===== src/rtl/sgp_pkg.sv =====
package sgp_pkg;
    typedef enum logic [0:0] {
        ST_CLEAR = 1'b0,
        ST_RUN   = 1'b1
    } sgp_state_e;
endpackage


===== src/rtl/sgp_history.sv =====
module sgp_history #(
    parameter int IDX_W    = 8,
    parameter int TBL_AW   = 8,
    parameter int HIST_LEN = 1
) (
    input  logic              clk,
    input  logic              rst_n,
    input  logic              push,
    input  logic [IDX_W-1:0]  idx_in,
    output logic [TBL_AW-1:0] tbl_addr
);
    logic [IDX_W-1:0] hist_q [HIST_LEN];

    always_ff @(posedge clk or negedge rst_n) begin
        if (!rst_n) begin
            for (int i = 0; i < HIST_LEN; i++) hist_q[i] <= '0;
        end else if (push) begin
            hist_q[0] <= idx_in;
            for (int i = 1; i < HIST_LEN; i++) hist_q[i] <= hist_q[i-1];
        end
    end

    // Fold all history entries into one table address.
    always_comb begin
        tbl_addr = '0;
        for (int i = 0; i < HIST_LEN; i++) tbl_addr = tbl_addr ^ hist_q[i][TBL_AW-1:0];
    end
endmodule


===== src/rtl/sgp_table.sv =====
module sgp_table #(
    parameter int IDX_W  = 8,
    parameter int TBL_AW = 8
) (
    input  logic              clk,
    input  logic [TBL_AW-1:0] rd_addr,
    output logic [IDX_W-1:0]  rd_data,
    input  logic              wr_en,
    input  logic [TBL_AW-1:0] wr_addr,
    input  logic [IDX_W-1:0]  wr_data
);
    localparam int DEPTH = 1 << TBL_AW;

    logic [IDX_W-1:0] mem_q [DEPTH];

    always_ff @(posedge clk) begin
        if (wr_en) mem_q[wr_addr] <= wr_data;
    end

    assign rd_data = mem_q[rd_addr];
endmodule


===== src/rtl/sgp_packer.sv =====
module sgp_packer #(
    parameter int PK_W = 8,
    localparam int CW  = $clog2(PK_W + 1)
) (
    input  logic            clk,
    input  logic            rst_n,
    input  logic            bit_valid,
    input  logic            bit_in,
    input  logic            flush,
    output logic            pb_valid,
    output logic [PK_W-1:0] pb_data,
    output logic [CW-1:0]   pb_nbits
);
    logic [PK_W-1:0] acc_q, acc_n;
    logic [CW-1:0]   cnt_q, cnt_n;
    logic            emit;

    always_comb begin
        acc_n = acc_q;
        cnt_n = cnt_q;
        if (bit_valid) begin
            for (int b = 0; b < PK_W; b++) begin
                if (b == PK_W - 1 - int'(cnt_q)) acc_n[b] = bit_in;
            end
            cnt_n = cnt_q + CW'(1);
        end
        emit = (cnt_n == CW'(PK_W)) || (flush && (cnt_n != '0));
    end

    always_ff @(posedge clk or negedge rst_n) begin
        if (!rst_n) begin
            acc_q    <= '0;
            cnt_q    <= '0;
            pb_valid <= 1'b0;
            pb_data  <= '0;
            pb_nbits <= '0;
        end else begin
            pb_valid <= emit;
            if (emit) begin
                pb_data  <= acc_n;
                pb_nbits <= cnt_n;
                acc_q    <= '0;
                cnt_q    <= '0;
            end else begin
                acc_q <= acc_n;
                cnt_q <= cnt_n;
            end
        end
    end
endmodule


===== src/rtl/sidx_gpred.sv =====
module sidx_gpred
    import sgp_pkg::*;
#(
    parameter int IDX_W    = 8,
    parameter int TBL_AW   = 8,
    parameter int HIST_LEN = 1,
    parameter int PK_W     = 8,
    localparam int NB_W    = $clog2(PK_W + 1)
) (
    input  logic             clk,
    input  logic             rst_n,
    input  logic             in_valid,
    output logic             in_ready,
    input  logic [IDX_W-1:0] in_idx,
    input  logic             flush,
    output logic             pb_valid,
    output logic [PK_W-1:0]  pb_data,
    output logic [NB_W-1:0]  pb_nbits,
    output logic             mt_valid,
    output logic [IDX_W-1:0] mt_idx
);
    localparam logic [TBL_AW-1:0] CLR_LAST = '1;

    sgp_state_e        state_q, state_n;
    logic [TBL_AW-1:0] clr_q;
    logic              accept, hit;
    logic [TBL_AW-1:0] pred_addr;
    logic [IDX_W-1:0]  pred_idx;
    logic              tbl_we;
    logic [TBL_AW-1:0] tbl_wa;
    logic [IDX_W-1:0]  tbl_wd;

    // State register and clear sweep counter.
    always_ff @(posedge clk or negedge rst_n) begin
        if (!rst_n) begin
            state_q <= ST_CLEAR;
            clr_q   <= '0;
        end else begin
            state_q <= state_n;
            if (state_q == ST_CLEAR) clr_q <= clr_q + TBL_AW'(1);
        end
    end

    // Next state and outputs.
    always_comb begin
        state_n  = state_q;
        in_ready = 1'b0;
        tbl_we   = 1'b0;
        tbl_wa   = pred_addr;
        tbl_wd   = in_idx;
        unique case (state_q)
            ST_CLEAR: begin
                tbl_we = 1'b1;
                tbl_wa = clr_q;
                tbl_wd = '0;
                if (clr_q == CLR_LAST) state_n = ST_RUN;
            end
            ST_RUN: begin
                in_ready = 1'b1;
                tbl_we   = in_valid && (pred_idx != in_idx);
            end
            default: state_n = ST_CLEAR;
        endcase
    end

    assign accept = in_valid && in_ready;
    assign hit    = (pred_idx == in_idx);

    sgp_history #(.IDX_W(IDX_W), .TBL_AW(TBL_AW), .HIST_LEN(HIST_LEN)) u_hist (
        .clk(clk), .rst_n(rst_n), .push(accept), .idx_in(in_idx), .tbl_addr(pred_addr)
    );

    sgp_table #(.IDX_W(IDX_W), .TBL_AW(TBL_AW)) u_tbl (
        .clk(clk), .rd_addr(pred_addr), .rd_data(pred_idx),
        .wr_en(tbl_we), .wr_addr(tbl_wa), .wr_data(tbl_wd)
    );

    sgp_packer #(.PK_W(PK_W)) u_pack (
        .clk(clk), .rst_n(rst_n), .bit_valid(accept), .bit_in(hit), .flush(flush),
        .pb_valid(pb_valid), .pb_data(pb_data), .pb_nbits(pb_nbits)
    );

    always_ff @(posedge clk or negedge rst_n) begin
        if (!rst_n) begin
            mt_valid <= 1'b0;
            mt_idx   <= '0;
        end else begin
            mt_valid <= accept && !hit;
            if (accept && !hit) mt_idx <= in_idx;
        end
    end
endmodule


===== config.mk =====
export PLATFORM = sky130hd
export DESIGN_NAME = sidx_gpred
export DESIGN_NICKNAME = d
export VERILOG_FILES = /design/src/rtl/sgp_pkg.sv /design/src/rtl/sgp_history.sv /design/src/rtl/sgp_table.sv /design/src/rtl/sgp_packer.sv /design/src/rtl/sidx_gpred.sv
export SDC_FILE = /design/constraint.sdc
export NUM_CORES = 2
export LEC_CHECK = 0
export BUFFER_PORTS_ARGS = -buffer_cell sky130_fd_sc_hd__buf_2
export CAP_MARGIN = 5
export CORE_ASPECT_RATIO = 0.6
export CORE_MARGIN = 5
export CORE_UTILIZATION = 57
export CTS_CLUSTER_DIAMETER = 80
export CTS_CLUSTER_SIZE = 8
export DETAILED_ROUTE_END_ITERATION = 10
export GPL_TIMING_DRIVEN = 0
export MAX_ROUTING_LAYER = met4
export PLACE_DENSITY = 0.82
export SLEW_MARGIN = 15
export SYNTH_ARGS = -nofsm -noshare
export SYNTH_HDL_FRONTEND = slang
export SYNTH_SLANG_ARGS = --single-unit

===== constraint.sdc =====
create_clock -name clk -period 7.84 [get_ports clk]
set_input_delay 1.568 -clock clk [delete_from_list [all_inputs] [get_ports clk]]
set_output_delay 1.568 -clock clk [all_outputs]
set_load 0.01 [all_outputs]

**Word-level counts from Yosys, hierarchy flattened**

Memory sizes are Yosys's and may differ from the RTL's.
Index checks and enable logic that the tools add are counted.

- Add/sub/neg operators: 3
- Shift-type cells: 0
- Magnitude comparators: 0
- $mul: 0
- Reduce and logical (&&, ||, !) cells: 8
- Mux-type cells: 20
- Div/mod/pow operators: 0
- Equal/unequal tests: 11
- Bitwise operators: 1

Operators by type and width:

| kind | number |
|---|---|
| $eq 4x32->1 const A | 4 |
| $eq 3x32->1 const A | 2 |
| $eq 2x32->1 const A | 1 |
| $logic_not 32->1 | 1 |
| $mux 8 | 4 |
| $mux 1 | 13 |
| $add 8x1->8 const B | 1 |
| $eq 8x8->1 | 1 |
| $eq 8x8->1 const B | 1 |
| $mux 4 | 2 |
| $ne 8x8->1 | 1 |
| $sub 3x4->5 const A | 1 |
| $add 4x1->4 const B | 1 |
| $eq 4x4->1 const B | 1 |
| $logic_and 1x1->1 | 4 |
| $reduce_bool 4->1 | 1 |
| $pmux 1 s2 | 1 |
| $logic_not 1->1 | 1 |
| $logic_or 1x1->1 | 1 |
| $not 1->1 | 1 |

- Word-level logic and storage cells: 54
- RAM bits: 2,048
- Output and inout bits: 23
- Bits in latches: 0
- Bits in read-only memories: 0
- Memories kept: 1
- Bits of input ports: 12
- Flip-flop bits (word level): 51

Memories:

| memory | words | bits a word | read ports | clocked after memory_dff | wr ports | line | text |
|---|---|---|---|---|---|---|---|
| u_tbl.mem_q | 256 | 8 | 1 | 0 | 1 | sgp_table.sv:14 | `logic [IDX_W-1:0] mem_q [DEPTH];` |

**Logic depth before layout (Yosys ltp)**

- Depth in word-level cells: 7
- Gate-level depth with buffers: 19
- Gate-level depth less buffers: 11

**Modules after synthesis**

A second synthesis with hierarchy kept.

- Cell total of the unflattened synthesis: 3,925
- Area, all modules: 81,908.6 um2

Modules (own cells, without submodules):

| module | times used | seq. area each (um2) | cells each | area each (um2) |
|---|---|---|---|---|
| sgp_table | 1 | 61,499.0 | 3,725 | 79,396.1 |
| sgp_packer | 1 | 625.6 | 103 | 1,193.6 |
| sidx_gpred | 1 | 450.4 | 80 | 987.2 |
| sgp_history | 1 | 200.2 | 17 | 331.6 |

**Least setup slack after synthesis**

Ideal clock, no wire load.

- Path kind: input to register
- From: in in_idx[1]
- To: mem u_tbl.mem_q[0][1] (data pin)
- Data arrival time: 7,579 ps
- Data required time: 6,430 ps
- Setup slack: -1,150 ps
- Buffers on the path: 0
- Cell stages on the path: 2
- Setup time: 1,410 ps
- Cell sequence: inv_1 nor2_1

- Cells in the longest elaborated chain, start to end: 1

RTL lines:

| item | line | text |
|---|---|---|
| from (decl) | sidx_gpred.sv:14 | `input logic [IDX_W-1:0] in_idx,` |
| $mux 8 | sidx_gpred.sv:51 | `unique case (state_q)` |
| named net tbl_wd[1] | sidx_gpred.sv:31 | `logic [IDX_W-1:0] tbl_wd;` |
| to (decl) | sgp_table.sv:14 |  |

The timed path passes the listed nets, and every way through them passes these cells.

**Final worst setup path**

- From: reg u_hist.hist_q, in the netlist u_hist.tbl_addr[4]
- To: mem u_tbl.mem_q[255][7], enable pin

- Cells in the longest elaborated chain, start to end: 6
- Elaborated cells between the ends (all ways): 7
- Those cells by class: 1 x eq/ne; 4 x mux; 1 x reduce/logical; 1 x memory

RTL lines:

| item | line | text |
|---|---|---|
| from (decl) | sgp_history.sv:12 | `logic [IDX_W-1:0] hist_q [HIST_LEN];` |
| $mem_v2 256x8 | n/a |  |
| $ne 8x8->1 | sidx_gpred.sv:60 | `tbl_we = in_valid && (pred_idx != in_idx);` |
| $logic_and 1x1->1 | sidx_gpred.sv:60 |  |
| $pmux 1 s2 | sidx_gpred.sv:51 |  |
| $mux 1 | sgp_table.sv:17 | `if (wr_en) mem_q[wr_addr] <= wr_data;` |
| $mux 1 (implied by the code) | sgp_table.sv:17 |  |

Parallel ways exist; a longest one is shown, timed or not.

==> impl_table.tex <==
\begin{tabular}{lr}
\hline
Metric & Value \\
\hline
\multicolumn{2}{l}{\textbf{Yosys}} \\
\quad Mean area per synthesized cell & approximately 19 um\^{}2 \\
\quad Most common cell in the netlist & sky130\_fd\_sc\_hd\_\_edfxtp\_1 \\
\quad Leading area contributor after synthesis & sky130\_fd\_sc\_hd\_\_edfxtp\_1 \\
\quad Cells taking the most area after synthesis & sky130\_fd\_sc\_hd\_\_edfxtp\_1 72\%, sky130\_fd\_sc\_hd\_\_mux4\_2 10\%, sky130\_fd\_sc\_hd\_\_mux2i\_1 3.6\% \\
\quad Post-synthesis sequential area ratio & 73.4\% \\
\quad Top cells by count, synth & 2048 x sky130\_fd\_sc\_hd\_\_edfxtp\_1, 378 x sky130\_fd\_sc\_hd\_\_mux4\_2, 370 x sky130\_fd\_sc\_hd\_\_nand2\_1, 305 x sky130\_fd\_sc\_hd\_\_mux2i\_1, 240 x sky130\_fd\_sc\_hd\_\_a21oi\_2 \\
\quad Main flop type after synthesis & sky130\_fd\_sc\_hd\_\_edfxtp\_1 \\
\quad Number of flip-flops and latches in the synthesized netlist & 2099 \\
\quad Number of enable flip-flop cells after synthesis & between 2000 and 2500 \\
\quad Count of synthesis-stage warnings from yosys & 0 \\
\quad Post-synthesis net count & $\sim$4500 \\
\quad Synth unique cells & 83 \\
\quad Share of the synthesized area in the top cell type & 71.9\% \\
\quad Netlist area before placement & 85500 um\^{}2 \\
\quad Post-synthesis async set-or-reset flop share & 2.43\% \\
\quad Gate Count Post-Synth & 4460 \\
\multicolumn{2}{l}{\textbf{Timing}} \\
\quad Shortest period the worst path allows & 8.51 ns \\
\quad Final clock skew & 0.108 ns \\
\quad Final-report hold violation count & 0 \\
\quad Slew margin rel. & less than 1\% \\
\quad Final-report max-slew violation count & 0 \\
\quad Worst Setup Slack, final & -0.673 ns \\
\quad Number of endpoints failing setup at the final stage & 2040 \\
\quad Slew of the pin with the lowest slew margin & 1.49 ns \\
\quad Period utilisation layout & 109\% \\
\quad Highest Clock Rate & 0.117 GHz \\
\quad RSZ-0062 raised after global routing & no \\
\multicolumn{2}{l}{\textbf{Final layout}} \\
\quad Cell area after layout & approximately 100000 um\^{}2 \\
\quad Area growth from synthesis to layout & 14.3\% \\
\quad Final net count & 4865 \\
\quad Share of layout cells above drive strength 1 & between 20\% and 30\% \\
\multicolumn{2}{l}{\textbf{GRT}} \\
\quad Wire length of the first global-routing pass & between 400 and 500 mm \\
\quad Met1 track utilization from global routing & 61.0\% \\
\quad Most utilized layer in the global route result & met1 \\
\quad GRT met3 Usage & 33.5\% \\
\quad Initial antenna violation count & 37 \\
\quad Pin count of the biggest net entering global routing & 85 \\
\quad Global-route total usage across every layer & 46.4\% \\
\quad Number of global-route vias before repair & a little under 50000 \\
\quad Global route overflow & 0 \\
\quad Global-route met2 utilization & 53.9\% \\
\multicolumn{2}{l}{\textbf{Detailed routing}} \\
\quad Residual DRC & 13 \\
\quad Remaining antenna violation count after routing & 0 \\
\quad Detailed-route via count & 53700 \\
\quad DR vias/cell & 7.69 \\
\quad Total Routed Length & 356 mm \\
\quad 1st-iter DRT viols & 11700 \\
\quad Detailed-route wire length per cell & around 51 um \\
\quad First-pass DRT Iterations & 11 \\
\multicolumn{2}{l}{\textbf{Status}} \\
\quad Outcome & finished, violations left \\
\quad Violated checks & DRC, capacitance limit, setup timing \\
\multicolumn{2}{l}{\textbf{Worst setup path}} \\
\quad Cells on worst reg2reg path & 16 \\
\quad Worst setup EP type & flip-flop \\
\quad Critical path launch point type & flip-flop \\
\quad Path type of the worst setup path & flip-flop to flip-flop \\
\quad Peak fanout along the critical path & 12 \\
\quad Critical path data required time & around 8.3 ns \\
\quad Data arrival time of the critical path & 9.01 ns \\
\multicolumn{2}{l}{\textbf{Clock network}} \\
\quad \# Post-CTS Setup Buffers & 0 \\
\quad TritonCTS clock tree & built \\
\quad Max Root-Sink Buffers & 4 \\
\quad Insertion delay to the later sink of the worst-skew pair & 0.98 ns \\
\quad CTS sink cnt & 2099 \\
\quad CTS Hold Bufs & 0 \\
\quad CTS H-tree depth & 5 \\
\quad Root buffer cell & sky130\_fd\_sc\_hd\_\_clkbuf\_16 \\
\quad Cts bufs inserted & around 310 \\
\quad Clock slew at reported path FFs & 0.07 ns \\
\multicolumn{2}{l}{\textbf{Job}} \\
\quad Reported max-cap violation count & 1 \\
\multicolumn{2}{l}{\textbf{Floorplanning}} \\
\quad Initial core utilization & approximately 57\% \\
\quad FP Rows & 110 \\
\quad Number of primary I/O pins & 35 \\
\quad Area of the core & around 150000 um\^{}2 \\
\quad Die area & approximately 160000 um\^{}2 \\
\quad Die span in x & 510 um \\
\quad Die Span Y & 310 um \\
\multicolumn{2}{l}{\textbf{Place}} \\
\quad Dpl hpwl & 244 mm \\
\quad RePlAce Congestion & $\sim$1.0 \\
\quad Port bufs & 34 \\
\quad Post-placement cell area & slightly below 90000 um\^{}2 \\
\multicolumn{2}{l}{\textbf{Power}} \\
\quad Power density relative to cell area & 260 nW/um\^{}2 \\
\quad IR Drop Worst-Case VDD & 203 uV \\
\quad Leakage power total & between 20 and 30 nW \\
\quad Total power & 25.4 mW \\
\multicolumn{2}{l}{\textbf{Hold path}} \\
\quad Type of the worst min-delay path & primary input to asynchronous set/reset pin \\
\hline
\end{tabular}
[per-stage QoR]
step / hold slack (ns) / util, % / worst slack (ns) / instances / TNS [ns]
2_1_floorplan: 0.507 / - / 1.72 / 4460 / 0
3_3_place_gp: 0.463 / 59.0 / -2.78 / 6510 / -5196.81
3_5_place_dp: 0.473 / 59.7 / -0.371 / 6548 / -44.55
4_1_cts: 0.444 / 65.3 / 0.170 / 6947 / 0
5_1_grt: 0.480 / 65.4 / 0.0665 / 6976 / 0
6_report: 0.474 / 65.4 / -0.673 / 6983 / -667.37
[power breakdown]
group	switching, mW	internal [mW]	leakage [nW]
registers	0.00755	12.1	15.3
logic	0.893	0.282	7.51
clock network	4.78	7.28	4.09
total	5.68	19.7	26.9
[critical path: stages, from the launching register on]
cell	delay, ns
sky130_fd_sc_hd__dfrtp_1	0.53
sky130_fd_sc_hd__buf_2	0.59
sky130_fd_sc_hd__buf_6	0.32
sky130_fd_sc_hd__buf_2	0.47
sky130_fd_sc_hd__buf_4	0.42
sky130_fd_sc_hd__buf_2	0.80
sky130_fd_sc_hd__mux4_2	0.37
sky130_fd_sc_hd__mux2i_1	0.14
sky130_fd_sc_hd__o21ai_1	0.94
sky130_fd_sc_hd__nor4_1	0.34
sky130_fd_sc_hd__nor2_1	0.43
sky130_fd_sc_hd__nor3b_1	0.79
sky130_fd_sc_hd__xnor2_2	0.25
sky130_fd_sc_hd__a31o_4	0.36
sky130_fd_sc_hd__buf_12	0.19
sky130_fd_sc_hd__buf_12	0.17
sky130_fd_sc_hd__a21oi_2	0.90
[cell families after synthesis]
kind of cell               count (synthesis)  share of synthesized area [%]
buffers and inverters                    310                           3.02
xor gates and xnor gates                  16                          0.173
muxes                                    698                           13.8
adders and majority gates                  5                         0.0732
and+or+nand+nor                          662                           3.57
AOI/OAI and AO/OA                        670                           6.00
DFF                                     2099                           73.4
[sequential cells by signal (all words and copies together) (netlist names)]
register	flops
clr_q	8
mt_idx	8
mt_valid	1
state_q	1
u_hist.tbl_addr	8
u_pack.acc_q	8
u_pack.cnt_q	4
u_pack.pb_data	8
u_pack.pb_nbits	4
u_pack.pb_valid	1
u_tbl.mem_q	2048
[timing repair]
item	4_1_cts	5_1_grt
pin swaps	0	0
endpoints found under the setup margin	591	410
resized for setup	5	1
[worst paths after layout]
| kind | from | to | slack [ns] |
|---|---|---|---|
| max | u_hist.tbl_addr[4] | u_tbl.mem_q[255][7] | -0.67 |
| min | rst_n | u_pack.acc_q[5] | 0.47 |
| max reg2reg | u_hist.tbl_addr[4] | u_tbl.mem_q[255][7] | -0.67 |
| min reg2reg | mt_idx[7] | mt_idx[7] | 0.48 |
| max in group asynchronous | rst_n | mt_idx[7] | 6.82 |
| min in group clk | mt_idx[7] | mt_idx[7] | 0.48 |
[cell usage in the layout (no fill, tap or decap), types with 12 or more instances in the layout]
master	Yosys	routed
sky130_fd_sc_hd__edfxtp_1	2048	2048
sky130_fd_sc_hd__buf_4	36	42
sky130_fd_sc_hd__clkbuf_16	0	319
sky130_fd_sc_hd__buf_6	50	52
sky130_fd_sc_hd__clkbuf_2	0	15
sky130_fd_sc_hd__nand4_1	21	21
sky130_fd_sc_hd__clkbuf_1	84	139
sky130_fd_sc_hd__nand2_1	370	370
sky130_fd_sc_hd__a221oi_1	25	25
sky130_fd_sc_hd__buf_8	14	15
sky130_fd_sc_hd__buf_2	67	103
sky130_fd_sc_hd__a22oi_1	160	160
sky130_fd_sc_hd__o21ai_0	30	27
sky130_fd_sc_hd__a21oi_2	240	253
sky130_fd_sc_hd__a31oi_1	15	14
sky130_fd_sc_hd__dfrtp_1	51	51
sky130_fd_sc_hd__a21oi_1	79	65
sky130_fd_sc_hd__mux2i_1	305	305
sky130_fd_sc_hd__buf_12	41	53
sky130_fd_sc_hd__a22o_1	18	18
sky130_fd_sc_hd__nand3_1	64	64
sky130_fd_sc_hd__mux4_2	378	378
sky130_fd_sc_hd__nor3_1	16	15
sky130_fd_sc_hd__o22ai_1	35	35
sky130_fd_sc_hd__nor2_1	85	78
sky130_fd_sc_hd__buf_16	0	19
sky130_fd_sc_hd__diode_2	0	34
sky130_fd_sc_hd__nor2b_1	14	12
[layout make-up]
class / count / area (um^2)
Timing Repair Buffer: 74 / 1020
Clock inverter: 10 / 160
Multi-Input combinational cell: 2051 / 20300
Clock buffer: 389 / 8250
Antenna cell: 34 / 85.1
Tap cell: 2016 / 2520
Sequential cell: 2099 / 62800
Inverter: 12 / 45.0
Buffer: 298 / 2560
Fill cell: 9799 / 51700
[layer usage]
layer / vias to the layer above / wire length [um]
met3: 1017 / 79700
met5: - / 0
met1: 27400 / 128000
met2: 6296 / 131000
li1: 18900 / -
met4: 0 / 17300
Note: power is estimated with default switching activity, not from simulation.
